## src/rtl/pwr_guard_pkg.sv

```systemverilog
package pwr_guard_pkg;
  typedef enum logic [1:0] {
    ST_NORMAL  = 2'd0,
    ST_PROTECT = 2'd1,
    ST_BACKUP  = 2'd2,
    ST_RECOVER = 2'd3
  } pstate_t;

  localparam int unsigned N_LEVELS = 3;
  localparam int unsigned IDX_OK = 0;
  localparam int unsigned IDX_WP = 1;
  localparam int unsigned IDX_SW = 2;
endpackage

```

## src/rtl/pwr_guard_level.sv

```systemverilog
module pwr_guard_level #(
  parameter int unsigned CODE_W = 10,
  parameter int unsigned LVL    = 450,
  parameter int unsigned HYST   = 4
) (
  input  logic              clk,
  input  logic              rst,
  input  logic [CODE_W-1:0] code,
  output logic              above
);
  localparam logic [CODE_W:0] FALL_AT = (CODE_W+1)'(LVL);
  localparam logic [CODE_W:0] RISE_AT = (CODE_W+1)'(LVL + HYST);

  logic [CODE_W:0] code_x;
  assign code_x = {1'b0, code};

  // Registered flag: drops below LVL, recovers only at LVL+HYST.
  always_ff @(posedge clk) begin
    if (rst) begin
      above <= 1'b0;
    end else if (above && (code_x < FALL_AT)) begin
      above <= 1'b0;
    end else if (!above && (code_x >= RISE_AT)) begin
      above <= 1'b1;
    end
  end
endmodule

```

## src/rtl/pwr_guard_fsm.sv

```systemverilog
module pwr_guard_fsm
  import pwr_guard_pkg::*;
#(
  parameter int unsigned REC_CYCLES = 500000
) (
  input  logic    clk,
  input  logic    rst,
  input  logic    ok_f,
  input  logic    wp_f,
  input  logic    sw_f,
  input  logic    host_ce_n,
  output pstate_t st_q,
  output pstate_t st_nxt,
  output logic    fault_q
);
  localparam int unsigned CNT_W = $clog2(REC_CYCLES + 1);
  localparam logic [CNT_W-1:0] LAST = CNT_W'(REC_CYCLES - 1);

  logic [CNT_W-1:0] cnt_q;

  always_comb begin
    st_nxt = st_q;
    unique case (st_q)
      ST_NORMAL:  if (!wp_f) st_nxt = ST_PROTECT;
      ST_PROTECT: begin
        if (!sw_f)     st_nxt = ST_BACKUP;
        else if (ok_f) st_nxt = ST_RECOVER;
      end
      ST_BACKUP:  if (sw_f) st_nxt = ST_PROTECT;
      ST_RECOVER: begin
        if (!wp_f)                     st_nxt = ST_PROTECT;
        else if (ok_f && cnt_q == LAST) st_nxt = ST_NORMAL;
      end
      default:    st_nxt = ST_BACKUP;
    endcase
  end

  always_ff @(posedge clk) begin
    if (rst) st_q <= ST_BACKUP;
    else     st_q <= st_nxt;
  end

  // Hold-off counter: cleared outside RECOVER and on any sag below full level.
  always_ff @(posedge clk) begin
    if (rst || (st_q != ST_RECOVER) || !ok_f) begin
      cnt_q <= '0;
    end else if (cnt_q != LAST) begin
      cnt_q <= cnt_q + 1'b1;
    end
  end

  always_ff @(posedge clk) begin
    if (rst) begin
      fault_q <= 1'b0;
    end else if ((st_q == ST_NORMAL) && (st_nxt == ST_PROTECT) && !host_ce_n) begin
      fault_q <= 1'b1;
    end else if ((st_q != ST_NORMAL) && (st_nxt == ST_NORMAL)) begin
      fault_q <= 1'b0;
    end
  end
endmodule

```

## src/rtl/pwr_guard_gate.sv

```systemverilog
module pwr_guard_gate
  import pwr_guard_pkg::*;
(
  input  logic    clk,
  input  logic    rst,
  input  pstate_t st_nxt,
  input  logic    host_ce_n,
  input  logic    host_we_n,
  input  logic    host_oe_n,
  output logic    mem_ce_n,
  output logic    mem_we_n,
  output logic    mem_oe_n,
  output logic    bus_en,
  output logic    sel_backup
);
  logic open_nxt;
  assign open_nxt = (st_nxt == ST_NORMAL);

  // Registered from the next state so the lock lands on the same edge as the state.
  always_ff @(posedge clk) begin
    if (rst) begin
      mem_ce_n   <= 1'b1;
      mem_we_n   <= 1'b1;
      mem_oe_n   <= 1'b1;
      bus_en     <= 1'b0;
      sel_backup <= 1'b1;
    end else begin
      mem_ce_n   <= host_ce_n | ~open_nxt;
      mem_we_n   <= host_we_n | ~open_nxt;
      mem_oe_n   <= host_oe_n | ~open_nxt;
      bus_en     <= open_nxt & ~host_ce_n & ~host_oe_n & host_we_n;
      sel_backup <= (st_nxt == ST_BACKUP);
    end
  end
endmodule

```

## src/rtl/pwr_guard.sv

```systemverilog
module pwr_guard
  import pwr_guard_pkg::*;
#(
  parameter int unsigned CODE_W     = 10,
  parameter int unsigned OK_LVL     = 450,
  parameter int unsigned WP_LVL     = 425,
  parameter int unsigned SW_LVL     = 300,
  parameter int unsigned HYST       = 4,
  parameter int unsigned REC_CYCLES = 500000
) (
  input  logic              clk,
  input  logic              rst,
  input  logic [CODE_W-1:0] vcode,
  input  logic              host_ce_n,
  input  logic              host_we_n,
  input  logic              host_oe_n,
  output logic              mem_ce_n,
  output logic              mem_we_n,
  output logic              mem_oe_n,
  output logic              bus_en,
  output logic              sel_backup,
  output logic [1:0]        pwr_state,
  output logic              ce_fault
);
  localparam int unsigned LEVELS [N_LEVELS] = '{OK_LVL, WP_LVL, SW_LVL};

  logic [N_LEVELS-1:0] lvl_f;
  pstate_t st_q, st_nxt;

  for (genvar gi = 0; gi < N_LEVELS; gi++) begin : g_lvl
    pwr_guard_level #(
      .CODE_W(CODE_W),
      .LVL   (LEVELS[gi]),
      .HYST  (HYST)
    ) u_lvl (
      .clk  (clk),
      .rst  (rst),
      .code (vcode),
      .above(lvl_f[gi])
    );
  end

  pwr_guard_fsm #(.REC_CYCLES(REC_CYCLES)) u_fsm (
    .clk      (clk),
    .rst      (rst),
    .ok_f     (lvl_f[IDX_OK]),
    .wp_f     (lvl_f[IDX_WP]),
    .sw_f     (lvl_f[IDX_SW]),
    .host_ce_n(host_ce_n),
    .st_q     (st_q),
    .st_nxt   (st_nxt),
    .fault_q  (ce_fault)
  );

  pwr_guard_gate u_gate (
    .clk       (clk),
    .rst       (rst),
    .st_nxt    (st_nxt),
    .host_ce_n (host_ce_n),
    .host_we_n (host_we_n),
    .host_oe_n (host_oe_n),
    .mem_ce_n  (mem_ce_n),
    .mem_we_n  (mem_we_n),
    .mem_oe_n  (mem_oe_n),
    .bus_en    (bus_en),
    .sel_backup(sel_backup)
  );

  assign pwr_state = st_q;
endmodule

```

## config.mk

```make
export PLATFORM = sky130hd
export DESIGN_NAME = pwr_guard
export DESIGN_NICKNAME = d
export VERILOG_FILES = /design/src/rtl/pwr_guard_pkg.sv /design/src/rtl/pwr_guard_level.sv /design/src/rtl/pwr_guard_fsm.sv /design/src/rtl/pwr_guard_gate.sv /design/src/rtl/pwr_guard.sv
export SDC_FILE = /design/constraint.sdc
export NUM_CORES = 1
export LEC_CHECK = 0
export ABC_AREA = 1
export BUFFER_PORTS_ARGS = -buffer_cell sky130_fd_sc_hd__buf_2
export CORE_ASPECT_RATIO = 0.7
export CORE_MARGIN = 2
export CORE_UTILIZATION = 57
export CTS_BUF_LIST = sky130_fd_sc_hd__clkbuf_8 sky130_fd_sc_hd__clkbuf_16
export DETAILED_ROUTE_END_ITERATION = 7
export PLACE_DENSITY_LB_ADDON = 0.12
export SLEW_MARGIN = 20
export SYNTH_ARGS = -nofsm -noshare
export SYNTH_HDL_FRONTEND = slang
export SYNTH_HIERARCHICAL = 1
export SYNTH_SLANG_ARGS = --single-unit
```

## constraint.sdc

```tcl
create_clock -name clk -period 1.9 [get_ports clk]
set_input_delay 0.38 -clock clk [delete_from_list [all_inputs] [get_ports clk]]
set_output_delay 0.38 -clock clk [all_outputs]
set_load 0.05 [all_outputs]
```

==> flow_metrics.tcl <==
set metrics [dict create \
    wirelength_um 3890 \
    critPathCapture "u_gate/mem_oe_n$_SDFF_PP1_" \
    outcome "finished, final reports clean" \
    die_w_um 70.66 \
    end_kind "flip-flop" \
    timing.reg2reg.setup_slack_ns 0.19 \
    main_combinational_cell_family_by_area_after_synthesis "simple AND/OR/NAND/NOR gates" \
    finalSetupTns_ns 0 \
    cellPowerDensity_nw_per_um2 737.7 \
    cells_taking_the_most_area_after_synthesis "dfxtp_1 (34%), nand2_1 (14%), inv_1 (8.9%)" \
    clkTransAtPathRegs_ns 0.07 \
    cts.root.buffer_cell "clkbuf_8" \
    timing.final.crit_share 0.9010 \
    area_of_the_multi_input_gates_um2 987.2 \
    synth_sequential_area_ratio 0.3387 \
    compound_gate_portion_of_the_synthesized_area 0.09174 \
    synthArstFlopShare 0 \
    cts_tree "built" \
    holdBufCountCts 0 \
    synthesis.area_um2 1773 \
    detail_route.drc_violations 0 \
    finish.net_count 319 \
    clkLatencyLatePin_ns 0.29 \
    clock_tree.htree_level_count 2 \
    initialDrtViolationCount 149 \
    area_delta_synth_final_pct 14.96 \
    drtAntennaViolNets 0 \
    clock_path_buffers 2 \
    setup_viol_count_final 0 \
    post_synth_inst_count 275 \
    final_hold_viol_count 0 \
    max_slew.worst_pin.slew_ns 0.3540 \
    antenna_cells 0 \
    nFillCells 252 \
    grt_pass1_wl_um 6844 \
    timing.max_cap.violations 0 \
    post_synthesis_net_count 291 \
    sequential_cell_area_in_the_final_layout_um2 603.1 \
    floorplan.die.height_um 50.66 \
    synthDistinctLibCells 28 \
    ir_drop_mv 0.6122 \
    relSlewSlack 0.7622 \
    clock-skew-final_ns 0.006634 \
    drt-pass1-iter-count 5 \
    post_synth_fa_ha_maj_area_fraction 0.007057 \
    startpoint_type "flip-flop" \
    io_pins 23 \
    power_leakage_uw 0.0008440 \
    cts-buffers-inserted 5 \
    port-buffer-count 22 \
    share_of_the_synthesized_area_in_the_top_cell_type 0.3387 \
    grt_max_degree 12 \
    num_rows 16 \
    area_fraction_in_and_or_nand_and_nor_cells_after_synthesis 0.4368 \
    post_synth_edffs 0 \
    synth_xor_area_frac 0.01976 \
    count_of_clock_tree_sinks 30 \
    r2r_start "u_fsm/cnt_q[0]$_SDFFE_PP0P_" \
    p_total_uw 1504 \
    fmaxAchievable_ghz 0.5842 \
    grt_pass1_vias 1528 \
    seq_cells_post_synth 30 \
    grt.overflow.total 0 \
    avgRoutedWirePerCell_um 11.44 \
    post_route_cells_drive_above_1_share 0.2237 \
    initial_utilization 0.6150 \
    timing_worst_setup_path_type "flip-flop to flip-flop" \
    design.die.area_um2 3580 \
    min-delay-path-class "input pin to flip-flop" \
    worst-path-max-fanout 4 \
    setup_slack_ns 0.1882 \
    initial_antenna_violation_count 0 \
    cp_data_required_time_ns 2.07 \
    grt_util_all_layers 0.2483 \
    period_needed_ns 1.712 \
    avgViaCountPerCell 5.126 \
    synth_top_flop_cell "dfxtp_1" \
    rsz_0062_raised_after_global_routing "false" \
    worstReg2RegEnd "u_gate/mem_oe_n$_SDFF_PP1_" \
    coreArea_um2 2883 \
    library_cell_with_the_largest_summed_area_after_synthesis "dfxtp_1" \
    synth.area.mux_share 0 \
    max_slew_vio_count 0 \
    synth.avg_cell_area_um2 6.447 \
    detailedPlacementHpwl_um 2892 \
    placement.setup.worst_slack_ns 0.1632 \
    yosys_warnings 6 \
    routed-via-count 1743 \
    worst-r2r-cell-count 10 \
    gpl.final_weighted_congestion 0.8276 \
    worst-endpoint-arrival_ns 1.88 \
    timing.critical_path.from "u_fsm/cnt_q[0]$_SDFFE_PP0P_" \
]
[repair_timing]
item,in CTS,in global routing
buffers inserted,0,0
resized for setup,0,3
setup endpoints to repair,0,4
[metrics by stage]
stage / utilization / hold WS [ns] / instances / instance area [um^2]
floorplan: - / 0.4424 / 275 / 1773
global placement: 0.6675 / 0.4676 / 332 / 1924
detailed placement: 0.6675 / 0.4678 / 332 / 1924
CTS: 0.7053 / 0.2960 / 340 / 2033
global route: 0.7070 / 0.3131 / 340 / 2038
finish: 0.7070 / 0.2996 / 340 / 2038
[cells by family (layout without fill, tap and decap cells)]
family                     count (synthesis)  count (layout)
and+or+nand+nor                          162             162
buffers and inverters                     49              78
adders and majority gates                  1               1
DFF                                       30              30
AOI/OAI and AO/OA                         29              29
xor gates and xnor gates                   4               4
[Yosys cell counts (3+ instances only)]
cell	count
a21oi_1	13
a21oi_2	3
dfxtp_1	30
inv_1	42
inv_2	5
nand2_1	64
nand2_2	10
nand3_1	13
nand3_2	3
nand3b_1	3
nand4_1	9
nor2_1	42
nor2_2	8
nor2_4	4
nor3_1	3
o21ai_0	7
o21ai_1	3
xnor2_1	3
[worst max-delay path: stages (launching register included)]
cell and delay (ns):
dfxtp_2 0.37, ha_2 0.21, nand3_2 0.13, inv_2 0.12, nand3_2 0.11, nor2_2 0.13, nand3_1 0.11, nand2_1 0.11
inv_1 0.06, nor2_2 0.15, nand3_1 0.08
[state kept, by name, indices dropped and copies added, names as in the netlist]
signal             cells
u_gate/mem_ce_n        1
u_fsm/cnt_q           19
u_gate/mem_we_n        1
u_fsm/fault_q          1
g_lvl.u_lvl/above      3
u_gate/sel_backup      1
u_gate/mem_oe_n        1
u_gate/bus_en          1
u_fsm/st_q             2
[area by class of cell]
class / instances / area share
Clock buffer: 5 / 0.03376
Clock inverter: 3 / 0.01964
Inverter: 47 / 0.08656
Multi-Input combinational cell: 196 / 0.4843
Sequential cell: 30 / 0.2959
Tap cell: 36 / 0.02210
Timing Repair Buffer: 23 / 0.05770
[routing by layer]
metal / track usage / vias up / share of wire
li1: - / 915 / -
met1: 0.3572 / 765 / 0.52
met2: 0.3585 / 57 / 0.41
met3: 0.06024 / 6 / 0.062
met4: 0.09434 / 0 / 0.012
met5: 0 / - / 0
[power by group]
| part | total (uW) | switching [uW] | internal, uW |
|---|---|---|---|
| sequential | 667 | 16.8 | 650 |
| combinational | 202 | 143 | 58.5 |
| clock | 635 | 249 | 385 |
[worst min-delay path by stage]
stage	endpoint	start	cells after the start
floorplan	g_lvl[2].u_lvl/above$_SDFFE_PP0P_	rst	1
global placement	u_fsm/cnt_q[17]$_SDFFE_PP0P_	u_fsm/cnt_q[17]$_SDFFE_PP0P_	2
detailed placement	u_fsm/cnt_q[17]$_SDFFE_PP0P_	u_fsm/cnt_q[17]$_SDFFE_PP0P_	2
CTS	u_gate/mem_we_n$_SDFF_PP1_	host_we_n	3
global route	u_gate/mem_we_n$_SDFF_PP1_	host_we_n	3
finish	u_gate/mem_we_n$_SDFF_PP1_	host_we_n	3
[cells in the final DEF (no fill, tap or decap), types with 4 or more instances in the layout]
cell and n:
nand2_1 64, inv_1 42, nor2_1 42, dfxtp_1 28
buf_2 22, nand3_1 13, a21oi_1 13, nand2_2 10
nand4_1 9, nor2_2 8, o21ai_0 7, clkbuf_8 5
inv_2 5, nor2_4 4
Note: power is estimated with default switching activity, not from simulation.
